===== config.mk =====
export PLATFORM = sky130hd
export DESIGN_NAME = phase_post_divider
export DESIGN_NICKNAME = d
export VERILOG_FILES = /design/src/rtl/phase_post_divider_pkg.sv /design/src/rtl/ppd_ratio_decode.sv /design/src/rtl/ppd_phase_map.sv /design/src/rtl/ppd_counter.sv /design/src/rtl/phase_post_divider.sv
export SDC_FILE = /design/constraint.sdc
export NUM_CORES = 1
export LEC_CHECK = 0
export BUFFER_PORTS_ARGS = -buffer_cell sky130_fd_sc_hd__buf_2
export CAP_MARGIN = 25
export CORE_AREA = 2 2 67 69
export DETAILED_ROUTE_END_ITERATION = 7
export DIE_AREA = 0 0 69 71
export PLACE_DENSITY = 0.67
export SLEW_MARGIN = 20
export SYNTH_ARGS = -nofsm -noshare
export SYNTH_HDL_FRONTEND = slang
export SYNTH_SLANG_ARGS = --single-unit

===== constraint.sdc =====
create_clock -name clk -period 7 [get_ports clk]
set_input_delay 2.1 -clock clk [delete_from_list [all_inputs] [get_ports clk]]
set_output_delay 2.1 -clock clk [all_outputs]
set_load 0.02 [all_outputs]

===== src/rtl/phase_post_divider_pkg.sv =====
package phase_post_divider_pkg;
   // Widest ratio the decoder can produce and the counter bits it needs
   localparam int unsigned LARGEST_RATIO = 80;
   localparam int unsigned MIN_CNT_W     = $clog2(LARGEST_RATIO);
   // Minimum code and phase widths the ratio table relies on
   localparam int unsigned MIN_SEL_W     = 4;
   localparam int unsigned MIN_PH_W      = 5;
   // Number of input cycles in one phase step for ratios that are multiples of five
   localparam int unsigned COARSE_STEP   = 5;

   typedef enum logic [1:0] {
      FAM_UNITY = 2'd0,   // ratio 1
      FAM_POW2  = 2'd1,   // 2,4,8,16,32
      FAM_MUL5  = 2'd2    // 5,10,20,40,80
   } ratio_family_e;
endpackage


===== src/rtl/ppd_ratio_decode.sv =====
module ppd_ratio_decode
   import phase_post_divider_pkg::*;
#(
   parameter int unsigned SEL_W = 4,
   parameter int unsigned CNT_W = 7
) (
   input  logic [SEL_W-1:0] code,
   output logic [CNT_W-1:0] ratio,
   output logic [CNT_W-1:0] high_len,
   output ratio_family_e    family,
   output logic [2:0]       steps_log2
);
   // Selects one (ratio, family, log2 of steps per period) tuple per code
   always_comb begin
      ratio      = CNT_W'(1);
      family     = FAM_UNITY;
      steps_log2 = 3'd0;
      case (code)
         SEL_W'(0):  begin ratio = CNT_W'(1);  family = FAM_UNITY; steps_log2 = 3'd0; end
         SEL_W'(1):  begin ratio = CNT_W'(2);  family = FAM_POW2;  steps_log2 = 3'd1; end
         SEL_W'(2):  begin ratio = CNT_W'(4);  family = FAM_POW2;  steps_log2 = 3'd2; end
         SEL_W'(3):  begin ratio = CNT_W'(5);  family = FAM_MUL5;  steps_log2 = 3'd0; end
         SEL_W'(4):  begin ratio = CNT_W'(8);  family = FAM_POW2;  steps_log2 = 3'd3; end
         SEL_W'(5):  begin ratio = CNT_W'(10); family = FAM_MUL5;  steps_log2 = 3'd1; end
         SEL_W'(6):  begin ratio = CNT_W'(16); family = FAM_POW2;  steps_log2 = 3'd4; end
         SEL_W'(7):  begin ratio = CNT_W'(20); family = FAM_MUL5;  steps_log2 = 3'd2; end
         SEL_W'(8):  begin ratio = CNT_W'(32); family = FAM_POW2;  steps_log2 = 3'd5; end
         SEL_W'(9):  begin ratio = CNT_W'(40); family = FAM_MUL5;  steps_log2 = 3'd3; end
         SEL_W'(10): begin ratio = CNT_W'(80); family = FAM_MUL5;  steps_log2 = 3'd4; end
         default:    begin ratio = CNT_W'(1);  family = FAM_UNITY; steps_log2 = 3'd0; end
      endcase
   end

   // High time: half the period for even ratios, 2 of 5 for ratio 5, whole cycle for ratio 1
   always_comb begin
      if (family == FAM_UNITY)
         high_len = CNT_W'(1);
      else if (family == FAM_MUL5 && steps_log2 == 3'd0)
         high_len = CNT_W'(2);
      else
         high_len = ratio >> 1;
   end
endmodule


===== src/rtl/ppd_phase_map.sv =====
module ppd_phase_map
   import phase_post_divider_pkg::*;
#(
   parameter int unsigned PH_W     = 5,
   parameter int unsigned CNT_W    = 7,
   parameter bit          SHIFT_ADD = 1'b1
) (
   input  logic [PH_W-1:0]  phase,
   input  logic             apply,
   input  ratio_family_e    family,
   input  logic [2:0]       steps_log2,
   output logic [CNT_W-1:0] offset
);
   logic [CNT_W-1:0] field;
   logic [CNT_W-1:0] mask;
   logic [CNT_W-1:0] steps;
   logic [CNT_W-1:0] coarse;

   // Multiple-of-five ratios skip bit 0; the mask keeps only bits within one period
   assign field = (family == FAM_MUL5) ? CNT_W'(phase >> 1) : CNT_W'(phase);
   assign mask  = (CNT_W'(1) << steps_log2) - CNT_W'(1);
   assign steps = field & mask;

   // Five-cycle step: either a shift-and-add or a plain constant multiply
   generate
      if (SHIFT_ADD) begin : g_shift_add
         assign coarse = (steps << 2) + steps;
      end else begin : g_mult
         assign coarse = steps * CNT_W'(COARSE_STEP);
      end
   endgenerate

   always_comb begin
      if (!apply || family == FAM_UNITY)
         offset = '0;
      else if (family == FAM_MUL5)
         offset = coarse;
      else
         offset = steps;
   end
endmodule


===== src/rtl/ppd_counter.sv =====
module ppd_counter #(
   parameter int unsigned CNT_W   = 7,
   parameter bit          OUT_REG = 1'b1
) (
   input  logic             clk,
   input  logic             rst_n,
   input  logic             load,
   input  logic [CNT_W-1:0] ratio_in,
   input  logic [CNT_W-1:0] high_in,
   input  logic [CNT_W-1:0] offset_in,
   input  logic             enable,
   output logic [CNT_W-1:0] pos,
   output logic [CNT_W-1:0] ratio_cur,
   output logic             level
);
   logic [CNT_W-1:0] pos_q, ratio_q, high_q;
   logic [CNT_W-1:0] pos_nxt, high_nxt;
   logic             at_wrap;

   // Last position of the period for the captured ratio
   assign at_wrap  = (pos_q == ratio_q - CNT_W'(1));
   // A load preloads the phase offset and takes the new high time on the same edge
   assign pos_nxt  = load ? offset_in : (at_wrap ? '0 : pos_q + CNT_W'(1));
   assign high_nxt = load ? high_in : high_q;

   always_ff @(posedge clk or negedge rst_n) begin
      if (!rst_n) begin
         pos_q   <= '0;
         ratio_q <= CNT_W'(1);
         high_q  <= CNT_W'(1);
      end else begin
         pos_q <= pos_nxt;
         if (load) begin
            ratio_q <= ratio_in;
            high_q  <= high_in;
         end
      end
   end

   // Registered decode gives a glitch-free level; decoded form reuses the counter flops
   generate
      if (OUT_REG) begin : g_reg_out
         logic lvl_q;
         always_ff @(posedge clk or negedge rst_n) begin
            if (!rst_n) lvl_q <= 1'b0;
            else        lvl_q <= enable && (pos_nxt < high_nxt);
         end
         assign level = lvl_q;
      end else begin : g_dec_out
         logic en_q;
         always_ff @(posedge clk or negedge rst_n) begin
            if (!rst_n) en_q <= 1'b0;
            else        en_q <= enable;
         end
         assign level = en_q && (pos_q < high_q);
      end
   endgenerate

   assign pos       = pos_q;
   assign ratio_cur = ratio_q;
endmodule


===== src/rtl/phase_post_divider.sv =====
module phase_post_divider
   import phase_post_divider_pkg::*;
#(
   parameter int unsigned SEL_W     = 4,
   parameter int unsigned PH_W      = 5,
   parameter int unsigned CNT_W     = 7,
   parameter bit          OUT_REG   = 1'b1,
   parameter bit          SHIFT_ADD = 1'b1
) (
   input  logic             clk,
   input  logic             rst_n,
   input  logic             sync_load,
   input  logic [SEL_W-1:0] ratio_sel,
   input  logic [PH_W-1:0]  phase_sel,
   input  logic             phase_en,
   input  logic             bank_en,
   output logic             div_out
);
   // Elaboration checks on the widths the ratio table needs
   generate
      if (CNT_W < MIN_CNT_W) begin : g_bad_cnt
         $error("CNT_W too narrow for the largest ratio");
      end
      if (SEL_W < MIN_SEL_W) begin : g_bad_sel
         $error("SEL_W too narrow for the ratio codes");
      end
      if (PH_W < MIN_PH_W) begin : g_bad_ph
         $error("PH_W too narrow for the phase field");
      end
   endgenerate

   logic [CNT_W-1:0] ratio_live, high_live, off_live;
   logic [CNT_W-1:0] cnt_q, ratio_q;
   ratio_family_e    fam_live;
   logic [2:0]       nlog_live;

   ppd_ratio_decode #(.SEL_W(SEL_W), .CNT_W(CNT_W)) u_decode (
      .code       (ratio_sel),
      .ratio      (ratio_live),
      .high_len   (high_live),
      .family     (fam_live),
      .steps_log2 (nlog_live)
   );

   ppd_phase_map #(.PH_W(PH_W), .CNT_W(CNT_W), .SHIFT_ADD(SHIFT_ADD)) u_phase (
      .phase      (phase_sel),
      .apply      (phase_en),
      .family     (fam_live),
      .steps_log2 (nlog_live),
      .offset     (off_live)
   );

   ppd_counter #(.CNT_W(CNT_W), .OUT_REG(OUT_REG)) u_count (
      .clk       (clk),
      .rst_n     (rst_n),
      .load      (sync_load),
      .ratio_in  (ratio_live),
      .high_in   (high_live),
      .offset_in (off_live),
      .enable    (bank_en),
      .pos       (cnt_q),
      .ratio_cur (ratio_q),
      .level     (div_out)
   );
endmodule


== Yosys cells after proc, flatten, opt, wreduce, memory -nomap -nowiden ==
Memories as Yosys holds them, arrays and structs flattened.
Cells that the tools add are included.
Cells by class
  add/subtract/negate cells: 4
  magnitude comparators: 1
  eq/ne operators: 2
  shift operators: 1
  multiplexer cells: 8
  bitwise gates (word level): 1
  reduce and logical (&&, ||, !) cells: 6
Operator list (count)
  $mux 7: 5
  $mux 6: 2
  $add 7x1->7 const B: 1
  $add 7x7->7: 1
  $and 7x7->7: 1
  $eq 7x7->1: 1
  $lt 7x7->1: 1
  $shl 1x3->7 const A: 1
  $sub 7x1->7 const B: 1
  $sub 7x2->7 const B: 1
  $mux 5: 1
  $logic_not 3->1: 1
  $eq 2x2->1 const B: 1
  $logic_and 1x1->1: 2
  $logic_not 2->1: 1
  $logic_not 1->1: 1
  $logic_or 1x1->1: 1
Storage, ports and cells
  register bits: 22
  memory bits (read-only): 192
  input port bits: 14
  output and inout bits: 1
  word-level logic and storage cells: 28
  memories: 1
Memory list
  (name not given): words 16, width 12, rd ports 1, clocked after Yosys merged registers in 0, wr ports 0, line ppd_ratio_decode.sv:18  | case (code)

== Depth between registers and ports, before layout ==
Gate-level depths: netlist of the first run.
An unclocked memory read counts as a cell.
  depth after elaboration: 10
  depth in mapped cells: 21
  gate-level depth less buffers: 21

== Cells and area by module ==
From an unflattened synthesis of the first run, not the netlist that was laid out.
Unflattened totals
  cell total of the unflattened synthesis: 251
  area, all modules: 2163.3 µm²
Modules (own cells, without submodules)
  ppd_counter: instances 1, cells an instance 131, area an instance 1346.3 µm², seq. area each 553.0 µm²
  ppd_phase_map: instances 1, cells an instance 61, area an instance 412.9 µm², seq. area each 0.0 µm²
  ppd_ratio_decode: instances 1, cells an instance 59, area an instance 404.1 µm², seq. area each 0.0 µm²

== Worst setup path after synthesis of the first run ==
OpenSTA, ideal clock, no wires.
  path type: in2reg
  start point: in ratio_sel[0]
  end point: reg u_count.g_reg_out.lvl_q (netlist: u_count.level)
  library setup time: 95 ps
  arrival: 5567 ps
  data required time: 6905 ps
  slack: 1338 ps
  cell stages on the path: 18
  buffers on the path: 0
  path through: inv_1 ha_1 nor4b_1 a311oi_4 nor4b_1 a221oi_1 nor2_1 ha_1 a21o_1 a21o_1 a21o_1 a31o_1 ha_1 nor2b_1 o21ai_0 and3b_1 nand2_1 o31ai_1
Between the ends
  cells in the longest elaborated chain, start to end: 10
RTL lines
  start, declared: line phase_post_divider.sv:13  | input logic [SEL_W-1:0] ratio_sel,
  $mem_v2 16x12 *
  $shl 1x3->7 or $eq 2x2->1 (tied branches): line ppd_phase_map.sv:21, ppd_phase_map.sv:20, ppd_phase_map.sv:36
  $sub 7x2->7 or $mux 5 (tied branches): line ppd_phase_map.sv:21, ppd_phase_map.sv:20
  $and 7x7->7: line ppd_phase_map.sv:22  | assign steps = field & mask;
  $add 7x7->7: line ppd_phase_map.sv:27  | assign coarse = (steps << 2) + steps;
  $mux 7: line ppd_phase_map.sv:36  | else if (family == FAM_MUL5)
  $mux 7 *: line ppd_phase_map.sv:34  | if (!apply || family == FAM_UNITY)
  $mux 7 *: line ppd_counter.sv:23  | assign pos_nxt = load ? offset_in : (at_wrap ? '0 : pos_q + CNT_W'(1));
  net u_count.pos_nxt[5]: line ppd_counter.sv:17  | logic [CNT_W-1:0] pos_nxt, high_nxt;
  $lt 7x7->1 *: line ppd_counter.sv:46  | else lvl_q <= enable && (pos_nxt < high_nxt);
  $logic_and 1x1->1 *: line ppd_counter.sv:46
  end signal, assigned: line ppd_counter.sv:46
  end, declared: line ppd_counter.sv:43  | logic lvl_q;
Mark *: on every way through the listed nets, which the timed path passes. The rest lies on a longest branch.
A chain may end at the register's enable or synchronous reset.

== Worst setup path in the final report of the first run ==
Ends and elaborated chain as after synthesis.

==> out/metrics.json, run 1 <==
{
  "clock-root-buffer": {"value": "clkbuf_8"},
  "leakage_power": {"value": 1.01, "unit": "nW"},
  "multiInputGateArea": {"value": 1370, "unit": "sq um"},
  "power.switching": {"value": 0.160, "unit": "mW"},
  "cp_max_fo": {"value": 8},
  "worstPathRequired": {"value": 7.17, "unit": "ns"},
  "synth_fp_nets": {"value": 256},
  "dominantRegCellSynth": {"value": "dfrtp_1"},
  "synth_area_per_cell": {"value": 9.03, "unit": "sq um"},
  "clock_skew": {"value": 0.00280, "unit": "ns"},
  "cpPeakStageDelay": {"value": 0.51, "unit": "ns"},
  "top_level_ports": {"value": 15},
  "yosys.cell_types.count": {"value": 60},
  "cp_cell_sequence": {"value": "buf_2 > inv_1 > ha_1 > nor4b_1 > a311oi_4 > nor4b_1 > a221oi_1 > nor2_1 > ha_1 > a21o_1 > a21o_1 > a21o_1 > a31o_1 > ha_1 > nor2b_1 > o21ai_0 > and3b_1 > nand2_1 > o31ai_1"},
  "drv_cap": {"value": 0},
  "grt_pass1_vias": {"value": 1535},
  "netlist.top_cell.by_area": {"value": "dfrtp_1"},
  "critical_path.startpoint_type": {"value": "input pin"},
  "hp-class": {"value": "reg2reg"},
  "dp_hpwl": {"value": 3430, "unit": "microns"},
  "final.min_clock_period": {"value": 6.10, "unit": "ns"},
  "drv_slew": {"value": 0},
  "num_vias": {"value": 1662},
  "yosys.area.top_type_share": {"value": 0.247},
  "post_drt_wl_per_cell": {"value": 14.9, "unit": "microns"},
  "insertedDiodeCount": {"value": 0},
  "ir_worst_vdd": {"value": 0.0806, "unit": "mV"},
  "achievable-frequency": {"value": 164, "unit": "MHz"},
  "power.share.clock": {"value": 0.203},
  "worst-endpoint-arrival": {"value": 6.27, "unit": "ns"},
  "die-area": {"value": 4900, "unit": "sq um"},
  "setup_violations": {"value": 0},
  "grt_first_pass_wirelength": {"value": 7580, "unit": "microns"},
  "cts_setup_buffers": {"value": 0},
  "floorplan.initialDensity": {"value": 0.481},
  "cts.sink_count": {"value": 22},
  "io_buffers": {"value": 14},
  "synth-seq-cells": {"value": 22},
  "total_routing_usage_gr": {"value": 0.190},
  "drt_iter0_drc": {"value": 108},
  "place_congestion": {"value": 0.849},
  "cpMaxStageDelayCell": {"value": "nor4b_1"},
  "unrepaired_setup_endpoints_after_global_routing": {"value": "no"},
  "antenna_found_initial": {"value": 0},
  "pin_count_of_the_biggest_net_entering_global_routing": {"value": 23},
  "status": {"value": "finished, final reports clean"},
  "synth_commonest_cells": {"value": "dfrtp_1 (20), ha_1 (17), nand2_1 (17), nor2_1 (16)"},
  "worst_slew_margin_rel": {"value": 0.590},
  "h-tree-depth": {"value": 1},
  "area_contributors_post_synth": {"value": "dfrtp_1 (25%), ha_1 (11%), xnor2_1 (4.3%)"},
  "total_of_warnings_raised_by_yosys": {"value": 0},
  "source_to_sink_clock_delay_at_the_later_pin_of_the_worst_skew_pair": {"value": 0.26, "unit": "ns"},
  "post_cts.resized_instances": {"value": 0},
  "synth_edf_count": {"value": 0},
  "critPathKind": {"value": "in2reg"},
  "postSynth.asyncResetShare": {"value": 1.00},
  "global_route.overflow_total": {"value": 0},
  "worst-slew-pin-transition": {"value": 0.616, "unit": "ns"},
  "p_int": {"value": 0.279, "unit": "mW"},
  "post_synth_inst_count": {"value": 224},
  "cellPowerDensity": {"value": 202, "unit": "nW/um^2"},
  "area_used_by_sequential_logic_in_the_layout": {"value": 553, "unit": "sq um"},
  "layout_worst_path_cycle_share": {"value": 0.872},
  "pwr-share-comb": {"value": 0.418},
  "row_count": {"value": 24},
  "route.detailed.vias_per_inst": {"value": 5.75},
  "sequentialPowerShare": {"value": 0.379},
  "mappedNetlistArea": {"value": 2020, "unit": "sq um"},
  "routed_wirelength": {"value": 4310, "unit": "microns"},
  "holdBufCountCts": {"value": 0},
  "drt_pass1_iterations": {"value": 4},
  "clock_tree_from_tritoncts": {"value": "yes"},
  "drc_errors": {"value": 0},
  "fill_cells": {"value": 395},
  "finalHoldViolCount": {"value": 0},
  "yosysSeqAreaShare": {"value": 0.273},
  "synth_most_common_cell": {"value": "dfrtp_1"},
  "path_buf_inv": {"value": 2},
  "floorplan.core_area": {"value": 4200, "unit": "sq um"},
  "area_delta_synth_final": {"value": 7.61, "unit": "%"},
  "fin_nets": {"value": 270},
  "finalSetupTns": {"value": 0, "unit": "ns"},
  "worstSetupEndpointType": {"value": "flip-flop"},
  "route.antenna.remaining_nets": {"value": 0},
  "clkSlewWorstSetupHoldPaths": {"value": 0.08, "unit": "ns"},
  "power.share.switching": {"value": 0.365},
  "timing.critical_path.max_delay_family": {"value": "simple AND/OR/NAND/NOR gates"},
  "finalPower": {"value": 0.439, "unit": "mW"},
  "cts_buffer_depth": {"value": 2},
  "cts-buffers-inserted": {"value": 3},
  "die_h": {"value": 71, "unit": "microns"},
  "dieWidth": {"value": 69, "unit": "microns"},
  "drive_gt1_frac": {"value": 0.148}
}
## power by group through the flow
stage	sequential, mW	clock (mW)	combinational, mW
5_1_grt	0.170	0.0963	0.210
4_1_cts	0.167	0.0905	0.183
6_report	0.167	0.0893	0.183
3_5_place_dp	0.169	0	0.182
2_1_floorplan	0.167	0	0.139
3_3_place_gp	0.169	0	0.181
## cells in the final DEF (no fill, tap or decap), drive strengths merged, types with 4 or more instances in the layout
master	count
nand2b	6
buf	15
a21oi	13
o221ai	4
inv	14
xnor2	10
ha	17
a21o	6
nand2	17
xor2	6
nor2	16
clkbuf	4
o21ai	14
dfrtp	20
mux2i	6
nor2b	4
o2bb2ai	4
nand3	6
## worst paths after layout
| check | from | to | slack (ns) | depth (start not counted) |
|---|---|---|---|---|
| max in group asynchronous | rst_n | u_count.ratio_cur[0] | 4.87 | 1 |
| worst max register to register | u_count.ratio_cur[0] | u_count.level | 3.83 | 14 |
| min in group asynchronous | rst_n | u_count.pos[6] | 1.78 | 1 |
| worst min register to register | u_count.high_q[2] | u_count.high_q[2] | 0.49 | 2 |
| worst min-delay path | u_count.high_q[2] | u_count.high_q[2] | 0.49 | 2 |
| worst max-delay path | ratio_sel[0] | u_count.level | 0.90 | 19 |
## state kept, by name, indices dropped and copies added, names as in the netlist
| name | cells |
|---|---|
| u_count.high_q | 7 |
| u_count.pos | 7 |
| u_count.ratio_cur | 7 |
| u_count.level | 1 |
## routing by layer
layer  share of wire  wire length (microns)  track usage
met1            0.52                   2240        0.277
met2            0.44                   1900        0.302
met3           0.022                     94       0.0157
met4           0.018                     78       0.0566
met5               0                      0            0
## layout make-up
class | count | area share
repair buffers | 15 | 0.0356
inverters | 15 | 0.0259
flip-flops and latches | 22 | 0.254
clock buffers | 4 | 0.0253
multi-input cells | 181 | 0.629
well taps | 52 | 0.0299
## per-stage QoR
stage / std cells / area [sq um] / hold WS [ns] / util / setup WS (ns)
finish: 289 / 2180 / 0.492 / 0.518 / 0.895
detailed placement: 285 / 2120 / 0.473 / 0.505 / 0.679
global placement: 285 / 2120 / 0.465 / 0.505 / 0.817
CTS: 289 / 2180 / 0.490 / 0.518 / 0.943
global route: 289 / 2180 / 0.508 / 0.518 / 0.464
floorplan: 224 / 2020 / 0.437 / - / 1.34
## tightest hold or removal path, stage by stage, from the launching register on
cell,delay (ns)
dfrtp_1,0.33
a21oi_1,0.08
inv_1,0.05
## cell families (layout without fill, tap and decap cells)
kind of cell | after synthesis | in the layout | synth area share
AND/OR/NAND/NOR | 74 | 74 | 0.203
AO/OA/AOI/OAI | 65 | 65 | 0.249
flip-flops | 22 | 22 | 0.273
buffers and inverters | 21 | 34 | 0.0495
adder cells (fa/ha/maj) | 18 | 18 | 0.115
XOR/XNOR | 16 | 16 | 0.0693
multiplexers | 8 | 8 | 0.0408
(Power assumes the default switching activity.)
==> inputs of run 2 (changes only) <==
Settings changed: PLACE_DENSITY 0.67 to 0.69.
Clock period 7 ns to 5.3 ns, I/O delays scaled along.
==> out/metrics.json, run 2 (synthesis results as in run 1) <==
{
  "finalHoldViolCount": {"value": 0, "change": "unchanged"},
  "worstPathRequired": {"value": 5.46, "unit": "ns", "change": "-1.71 ns"},
  "drive_gt1_frac": {"value": 0.262, "change": "+0.114"},
  "dieWidth": {"value": 69, "unit": "microns", "change": "unchanged"},
  "post_drt_wl_per_cell": {"value": 14.8, "unit": "microns", "change": "-0.72%"},
  "drt_iter0_drc": {"value": 123, "change": "+14%"},
  "leakage_power": {"value": 1.13, "unit": "nW", "change": "+12%"},
  "cp_max_fo": {"value": 6, "change": "-2"},
  "cts.sink_count": {"value": 22, "change": "unchanged"},
  "cts_buffer_depth": {"value": 2, "change": "unchanged"},
  "worst-endpoint-arrival": {"value": 5.24, "unit": "ns", "change": "-1.03 ns"},
  "pin_count_of_the_biggest_net_entering_global_routing": {"value": 23, "change": "unchanged"},
  "route.detailed.vias_per_inst": {"value": 5.63, "change": "-2.1%"},
  "final.min_clock_period": {"value": 5.08, "unit": "ns"},
  "fill_cells": {"value": 377, "change": "-4.6%"},
  "h-tree-depth": {"value": 1, "change": "unchanged"},
  "holdBufCountCts": {"value": 0, "change": "unchanged"},
  "place_congestion": {"value": 0.886, "change": "+4.4%"},
  "top_level_ports": {"value": 15, "change": "unchanged"},
  "hp-class": {"value": "reg2reg"},
  "drt_pass1_iterations": {"value": 4, "change": "unchanged"},
  "cp_cell_sequence": {"value": "buf_2 > inv_1 > ha_1 > nor4b_1 > buf_4 > a311oi_4 > o32ai_2 > a221oi_2 > nor2_1 > ha_1 > a21o_1 > a21o_1 > a21o_1 > a31o_1 > ha_1 > nor2b_1 > o21ai_1 > and3b_1 > nand2_1 > o31ai_2"},
  "grt_pass1_vias": {"value": 1688, "change": "+10%"},
  "cpMaxStageDelayCell": {"value": "a311oi_4"},
  "clock_tree_from_tritoncts": {"value": "yes"},
  "setup_violations": {"value": 0, "change": "unchanged"},
  "status": {"value": "finished, final reports clean"},
  "grt.met1_usage": {"value": 0.287, "change": "+0.00971"},
  "finalSetupTns": {"value": 0, "unit": "ns", "change": "unchanged"},
  "grt_first_pass_wirelength": {"value": 7970, "unit": "microns", "change": "+5.1%"},
  "cts-buffers-inserted": {"value": 3, "change": "unchanged"},
  "busiest_layer": {"value": "met2"},
  "achievable-frequency": {"value": 197, "unit": "MHz"},
  "drc_errors": {"value": 0, "change": "unchanged"},
  "io_buffers": {"value": 14, "change": "unchanged"},
  "insertedDiodeCount": {"value": 0, "change": "unchanged"},
  "clock_skew": {"value": 0.00565, "unit": "ns", "change": "+0.00285 ns"},
  "num_vias": {"value": 1734, "change": "+4.3%"},
  "layout_worst_path_cycle_share": {"value": 0.958},
  "clkSlewWorstSetupHoldPaths": {"value": 0.08, "unit": "ns", "change": "about the same"},
  "floorplan.initialDensity": {"value": 0.481, "change": "unchanged"},
  "route.antenna.remaining_nets": {"value": 0, "change": "unchanged"},
  "dp_hpwl": {"value": 3620, "unit": "microns", "change": "+5.6%"},
  "global_route.overflow_total": {"value": 0, "change": "unchanged"},
  "path_buf_inv": {"value": 3, "change": "+1"},
  "critPathKind": {"value": "in2reg"},
  "antenna_found_initial": {"value": 0, "change": "unchanged"},
  "drv_cap": {"value": 0, "change": "unchanged"},
  "die_h": {"value": 71, "unit": "microns", "change": "unchanged"},
  "area_delta_synth_final": {"value": 18.9, "unit": "%"},
  "ir_worst_vdd": {"value": 0.115, "unit": "mV", "change": "+42%"},
  "worstSetupEndpointType": {"value": "flip-flop"},
  "globalRouteMet2Util": {"value": 0.329, "change": "+0.0267"},
  "routed_wirelength": {"value": 4560, "unit": "microns", "change": "+5.8%"},
  "grtUsageMet3": {"value": 0.00855, "change": "-0.00712"},
  "row_count": {"value": 24, "change": "unchanged"},
  "floorplan.core_area": {"value": 4200, "unit": "sq um", "change": "unchanged"},
  "fin_nets": {"value": 289, "change": "+7.0%"},
  "source_to_sink_clock_delay_at_the_later_pin_of_the_worst_skew_pair": {"value": 0.26, "unit": "ns", "change": "about the same"},
  "total_routing_usage_gr": {"value": 0.198, "change": "+0.00802"},
  "final_cell_area": {"value": 2410, "unit": "sq um", "change": "+11%"},
  "worst_slew_margin_rel": {"value": 0.688, "change": "+0.0982"},
  "worst-slew-pin-transition": {"value": 0.468, "unit": "ns", "change": "-0.147 ns"},
  "most_frequent_cells_in_the_layout": {"value": "buf_4 (20), dfrtp_1 (20), nand2_1 (17), nor2_1 (16), ha_1 (16)"},
  "clock-root-buffer": {"value": "clkbuf_8"},
  "timing.critical_path.max_delay_family": {"value": "compound AO/OA/AOI/OAI gates"},
  "critical_path.startpoint_type": {"value": "input pin"},
  "die-area": {"value": 4900, "unit": "sq um", "change": "unchanged"},
  "cellPowerDensity": {"value": 269, "unit": "nW/um^2", "change": "+34%"},
  "drv_slew": {"value": 0, "change": "unchanged"},
  "placement.cell_area": {"value": 2260, "unit": "sq um", "change": "+6.4%"},
  "cpPeakStageDelay": {"value": 0.40, "unit": "ns", "change": "-0.11 ns"}
}
run 2: changes by cell type in the layout (fill, tap and decap cells not counted), sizes merged:
cell,before,now
buf,15,34
bufinv,0,1
clkbuf,4,3
run 2: area by class of cell:
type	count	area, sq um	share of cell area
Clock buffer	3	41.3	0.0172
Clock inverter	1	30.0	0.0125
Inverter	15	56.3	0.0234
Multi-Input combinational cell	181	1440	0.599
Sequential cell	22	553	0.230
Tap cell	52	65.1	0.0270
Timing Repair Buffer	34	220	0.0915
run 2: tightest hold or removal path, cell delays in order (launching register included):
cell and delay [ns]:
dfrtp_1 0.33, a21oi_1 0.08, inv_1 0.05
run 2: final timing paths:
| path | start | endpoint | slack, ns | depth (start not counted) |
|---|---|---|---|---|
| max in group asynchronous | rst_n | u_count.ratio_cur[0] | 3.67 | 1 |
| min reg2reg | u_count.high_q[4] | u_count.high_q[4] | 0.49 | 2 |
| min in group asynchronous | rst_n | u_count.high_q[6] | 1.27 | 1 |
| max | ratio_sel[0] | u_count.level | 0.22 | 20 |
| min | u_count.high_q[4] | u_count.high_q[4] | 0.49 | 2 |
| max reg2reg | u_count.ratio_cur[0] | u_count.level | 2.10 | 14 |
run 2: timing repair:
action,4_1_cts,5_1_grt
pin swaps,0,5
buffers inserted,0,1
setup endpoints to repair,1,1
resized for setup,2,14
run 2: layer usage:
layer / wire, microns / vias to the layer above / part of all wire
met1: 2240 / 812 / 0.49
met2: 2170 / 25 / 0.48
li1: - / 893 / -
met5: 0 / - / 0
met3: 97 / 4 / 0.021
met4: 44 / 0 / 0.0097
run 2: per-stage QoR:
step	utilization	power (mW)	std cells	hold slack, ns	worst slack, ns
2_1_floorplan	-	0.403	224	0.437	0.148
3_3_place_gp	0.537	0.473	303	0.458	-0.273
3_5_place_dp	0.537	0.479	303	0.468	-0.371
4_1_cts	0.555	0.633	307	0.487	0.0126
5_1_grt	0.572	0.694	308	0.506	-0.0513
6_report	0.572	0.648	308	0.487	0.224
run 2: where the power goes:
part           switching (mW)  internal [mW]
Clock                  0.0511          0.101
Sequential             0.0260          0.194
Combinational           0.146          0.131
